--- config.mk ---
export PLATFORM = sky130hd
export DESIGN_NAME = fpa_add_top
export DESIGN_NICKNAME = d
export VERILOG_FILES = /design/src/rtl/fpa_pkg.sv /design/src/rtl/fpa_order.sv /design/src/rtl/fpa_align.sv /design/src/rtl/fpa_addsub.sv /design/src/rtl/fpa_norm.sv /design/src/rtl/fpa_add_top.sv
export SDC_FILE = /design/constraint.sdc
export NUM_CORES = 1
export LEC_CHECK = 0
export ABC_AREA = 1
export BUFFER_PORTS_ARGS = -buffer_cell sky130_fd_sc_hd__buf_2
export CORE_MARGIN = 2
export CORE_UTILIZATION = 50
export DETAILED_ROUTE_END_ITERATION = 10
export PLACE_DENSITY = 0.74
export SETUP_SLACK_MARGIN = 0.2
export SYNTH_ARGS = -nofsm -noshare
export SYNTH_HDL_FRONTEND = slang
export SYNTH_SLANG_ARGS = --single-unit
--- constraint.sdc ---
create_clock -name clk -period 0.8 [get_ports clk]
set_clock_uncertainty 0.15 [all_clocks]
set_input_delay 0.04 -clock clk [delete_from_list [all_inputs] [get_ports clk]]
set_output_delay 0.04 -clock clk [all_outputs]
set_load 0.01 [all_outputs]
--- src/rtl/fpa_pkg.sv ---
package fpa_pkg;
  localparam int DEF_EXP_W  = 8;
  localparam int DEF_FRAC_W = 7;

  typedef enum logic {
    SIG_ADD = 1'b0,
    SIG_SUB = 1'b1
  } sig_op_e;
endpackage

--- src/rtl/fpa_order.sv ---
module fpa_order
  import fpa_pkg::*;
#(
  parameter int EXP_W  = DEF_EXP_W,
  parameter int FRAC_W = DEF_FRAC_W,
  localparam int W     = 1 + EXP_W + FRAC_W,
  localparam int SIG_W = FRAC_W + 1
) (
  input  logic [W-1:0]     op_a,
  input  logic [W-1:0]     op_b,
  output logic             big_sgn,
  output logic [EXP_W-1:0] big_exp,
  output logic [SIG_W-1:0] big_sig,
  output logic [SIG_W-1:0] sml_sig,
  output logic [EXP_W-1:0] exp_gap,
  output sig_op_e          sig_op
);
  logic         a_wins;
  logic [W-1:0] big_w, sml_w;

  // Magnitude order: exponent and fraction compare as one unsigned field
  always_comb begin
    a_wins  = op_a[W-2:0] >= op_b[W-2:0];
    big_w   = a_wins ? op_a : op_b;
    sml_w   = a_wins ? op_b : op_a;
    big_sgn = big_w[W-1];
    big_exp = big_w[W-2:FRAC_W];
    big_sig = {1'b1, big_w[FRAC_W-1:0]};
    sml_sig = {1'b1, sml_w[FRAC_W-1:0]};
    exp_gap = big_w[W-2:FRAC_W] - sml_w[W-2:FRAC_W];
    sig_op  = (op_a[W-1] ^ op_b[W-1]) ? SIG_SUB : SIG_ADD;
  end
endmodule

--- src/rtl/fpa_align.sv ---
module fpa_align #(
  parameter int SIG_W = 8,
  parameter int SH_W  = 8
) (
  input  logic [SIG_W-1:0] sig_in,
  input  logic [SH_W-1:0]  shamt,
  output logic [SIG_W-1:0] sig_out
);
  // Truncating right shift; a gap of SIG_W or more empties the significand
  always_comb begin
    if (shamt >= SH_W'(SIG_W)) sig_out = '0;
    else                       sig_out = sig_in >> shamt;
  end
endmodule

--- src/rtl/fpa_addsub.sv ---
module fpa_addsub
  import fpa_pkg::*;
#(
  parameter int SIG_W = 8
) (
  input  logic [SIG_W-1:0] big_sig,
  input  logic [SIG_W-1:0] sml_sig,
  input  sig_op_e          sig_op,
  output logic [SIG_W:0]   raw
);
  always_comb begin
    if (sig_op == SIG_SUB) raw = {1'b0, big_sig} - {1'b0, sml_sig};
    else                   raw = {1'b0, big_sig} + {1'b0, sml_sig};
  end
endmodule

--- src/rtl/fpa_norm.sv ---
module fpa_norm #(
  parameter int EXP_W  = 8,
  parameter int FRAC_W = 7,
  localparam int SIG_W = FRAC_W + 1,
  localparam int CNT_W = $clog2(SIG_W + 1)
) (
  input  logic [SIG_W:0]    raw,
  input  logic [EXP_W-1:0]  exp_in,
  output logic [EXP_W-1:0]  exp_out,
  output logic [FRAC_W-1:0] frac_out,
  output logic              is_zero
);
  logic [CNT_W-1:0] lz;
  logic [SIG_W-1:0] sig_n;

  // Leading-one search: the highest set bit is found last and wins
  always_comb begin
    lz = CNT_W'(SIG_W);
    for (int i = 0; i < SIG_W; i++) begin
      if (raw[i]) lz = CNT_W'(SIG_W - 1 - i);
    end
  end

  always_comb begin
    is_zero = (raw == '0);
    if (raw[SIG_W]) begin
      sig_n   = raw[SIG_W:1];
      exp_out = exp_in + EXP_W'(1);
    end else begin
      sig_n   = raw[SIG_W-1:0] << lz;
      exp_out = exp_in - EXP_W'(lz);
    end
    frac_out = sig_n[FRAC_W-1:0];
  end
endmodule

--- src/rtl/fpa_add_top.sv ---
module fpa_add_top
  import fpa_pkg::*;
#(
  parameter int EXP_W  = DEF_EXP_W,
  parameter int FRAC_W = DEF_FRAC_W
) (
  input  logic                    clk,
  input  logic                    rst_n,
  input  logic [EXP_W+FRAC_W:0]   op_a,
  input  logic [EXP_W+FRAC_W:0]   op_b,
  output logic [EXP_W+FRAC_W:0]   sum_q
);
  localparam int W     = 1 + EXP_W + FRAC_W;
  localparam int SIG_W = FRAC_W + 1;

  logic             big_sgn;
  logic [EXP_W-1:0] big_exp, exp_gap, n_exp;
  logic [SIG_W-1:0] big_sig, sml_sig, sml_al;
  logic [SIG_W:0]   raw;
  logic [FRAC_W-1:0] n_frac;
  logic             n_zero;
  sig_op_e          sig_op;
  logic [W-1:0]     sum_d;

  fpa_order #(.EXP_W(EXP_W), .FRAC_W(FRAC_W)) order_i (
    .op_a(op_a), .op_b(op_b), .big_sgn(big_sgn), .big_exp(big_exp),
    .big_sig(big_sig), .sml_sig(sml_sig), .exp_gap(exp_gap), .sig_op(sig_op)
  );

  fpa_align #(.SIG_W(SIG_W), .SH_W(EXP_W)) align_i (
    .sig_in(sml_sig), .shamt(exp_gap), .sig_out(sml_al)
  );

  fpa_addsub #(.SIG_W(SIG_W)) addsub_i (
    .big_sig(big_sig), .sml_sig(sml_al), .sig_op(sig_op), .raw(raw)
  );

  fpa_norm #(.EXP_W(EXP_W), .FRAC_W(FRAC_W)) norm_i (
    .raw(raw), .exp_in(big_exp), .exp_out(n_exp), .frac_out(n_frac),
    .is_zero(n_zero)
  );

  // Next-state: positive zero bypasses the datapath
  always_comb begin
    if (op_a == '0)      sum_d = op_b;
    else if (op_b == '0) sum_d = op_a;
    else if (n_zero)     sum_d = '0;
    else                 sum_d = {big_sgn, n_exp, n_frac};
  end

  always_ff @(posedge clk or negedge rst_n) begin
    if (!rst_n) sum_q <= '0;
    else        sum_q <= sum_d;
  end
endmodule

==> impl_metrics.csv <==
group,metric,value,unit
place,place_area,5254,µm²
die,ios,50,
die,die-area,7679,µm²
timing,period_needed,7.443,ns
finish,finalNonFillerCells,954,
routing,first_pass_iters,7,
synth,synthArstFlopShare,100.0,%
place,port_buffers,49,
synth,syn_nets,685,
clocking,cts_tree,"done",
global_routing,grt.met3_usage,3.487,%
run_status,outcome,"finished, violations left",
clocking,h-tree-depth,1,
timing,rsz0062_at_grt,"yes",
timing,finalWorstSetupSlack,-6.643,ns
clocking,cts_sinks,16,
worst_setup_path,cp_slowest_cell,"ha_4",
timing,worstMarginPinSlew,0.5575,ns
synth,yosysUniqueCellTypes,40,
global_routing,grt_util_met1,43.40,%
finish,syn2layout_area_growth,82.72,%
timing,hold_viol,19,
finish,top_regs,"sum_q x16",
worst_setup_path,endpoint_kind,"flip-flop",
routing,antenna_left,0,
place,dp_hpwl,10.64,mm
timing,period_share,930.4,%
timing,setup_viol,32,
clocking,clock_path_buffers,2,
timing,fin_setup_tns,-92.29,ns
finish,nFillCells,209,
worst_setup_path,path_buf_inv,10,
synth,synthTopCellsByCount,"nand2_1, inv_1, nand3_1",
synth,yosys.area.top_type,"nand2_1",
global_routing,grt_pass1_vias,5148,
global_routing,gr-total-overflow,0,
clocking,clk_pin_slew,0.06,ns
run_status,violations,"negative hold slack, negative setup slack",
worst_setup_path,cpMostUsedCell,"nand2_1",
worst_setup_path,cpPeakStageDelay,0.30,ns
worst_setup_path,cp_data_required_time,0.84,ns
pwr,pwr_density_cell,2613,nW/µm²
global_routing,grt_max_degree,26,
routing,vias,6284,
place,place_inst,913,
clocking,cts_buffers,3,
pwr,power,16.69,mW
die,die_h,87.63,µm
routing,viasPerCell,6.587,
global_routing,grt.busiest_layer,"met2",
finish,post-route-cell-area,6390,µm²
worst_setup_path,crit_type,"input port to flip-flop",
timing,slew_viol_final,0,
place,gp_congestion,0.9613,
run,cap_violations,0,
worst_setup_path,crit_arrival,7.48,ns
synth,synth_most_common_cell,"nand2_1",
synth,synth_top_area_share,20.50,%
finish,drive_above_1_share,52.28,%
finish,nets,927,
synth,syn_inst,616,
worst_setup_path,crit_path_start_kind,"input port",
die,fp-row-count,30,
worst_setup_path,cp_max_fo,8,
global_routing,met2_usage,63.50,%
routing,wl,21.43,mm
pwr,power_leakage,3.350,nW
pwr,ir_drop,1.190,mV
place,dp_slack,-6.127,ns
routing,wl_per_cell,22.47,µm
synth,ys_seq_area_share,11.45,%
timing,relSlewSlack,62.44,%
synth,netlist_area,3497,µm²
global_routing,antenna_found_initial,2,
clocking,cts-root-buf,"clkbuf_8",
timing,whs,-0.4757,ns
synth,avgSynthCellArea,5.677,µm²
finish,fin_util,94.05,%
die,core_area,6794,µm²
synth,synth-edff-count,0,
worst_setup_path,cp_top_family,"simple AND/OR/NAND/NOR gates",
synth,synth_warnings,0,
timing,max_freq,134.4,MHz
finish,largest_register,"sum_q",
routing,drc_errors,0,
routing,drt_iter0_drc,1133,
global_routing,grt_usage,36.41,%
die,start_util,51.47,%
synth,synth_flop_cell,"dfrtp_1",
synth,ys_ff_latch,16,
die,fp.dieW,87.63,µm
global_routing,grt_first_pass_wirelength,22.60,mm
finish,largest_reg_flops,16,
hold_path,hold_class,"input port to asynchronous set/reset pin",
synth,synthTopCellsByArea,"nand2_1, ha_1, dfrtp_1",
## per-layer routing
| layer | up-vias | part of all wire, % |
|---|---|---|
| met1 | 2746 | 32 |
| met3 | 304 | 14 |
| met4 | 0 | 11 |
| met5 | - | 0 |
| li1 | 2477 | - |
| met2 | 757 | 42 |
## layout make-up
class	instances	area [µm²]	area share (%)
Tap cell	96	120.1	1.880
Timing Repair Buffer	250	1861	29.12
Inverter	103	416.7	6.520
Multi-Input combinational cell	484	3535	55.32
Sequential cell	16	400.4	6.266
Clock buffer	4	55.05	0.8616
Antenna cell	1	2.502	0.03916
## path summary, 6_finish.rpt
kind	start	to	cells after the start
min in group clk	op_b[5]	sum_q[5]	3
max	op_b[8]	sum_q[14]	55
max in group asynchronous	rst_n	sum_q[2]	1
min	rst_n	sum_q[9]	1
## where the power goes
part / internal [mW] / switching [mW]
clock network: 0.438 / 0.302
logic: 6.35 / 8.24
registers: 1.25 / 0.119
## cells in the final DEF (no fill, tap or decap), drive strengths merged, types with 3 or more instances in the layout
cell    synthesis  routed
dfrtp          16      16
nand4          17      17
o21ai          55      55
buf             6     250
clkbuf          8       4
nor2           47      48
xnor2           4       4
o21bai          4       4
a21oi          27      27
ha             33      33
a31oi           4       4
nor3            4       4
nand2         200     200
nand3          59      59
inv           101      99
o22ai           3       3
xor2           12      12
## logic make-up after synthesis
| kind of cell | synth area share [%] |
|---|---|
| compound gates | 14.88 |
| flops | 11.45 |
| buf+inv | 13.38 |
| fa+ha+maj | 12.95 |
| mux | 0.2862 |
| simple gates | 42.83 |
| xor+xnor | 4.222 |
## timing repair
action                                  CTS  global route
gates resized for setup                  84           116
cloned                                    2             0
pin swaps                                74            91
endpoints found under the setup margin   32            32
setup buffers                            16            18
hold endpoints to repair                 19            19
No activity file was read; power rests on OpenSTA's default activity.
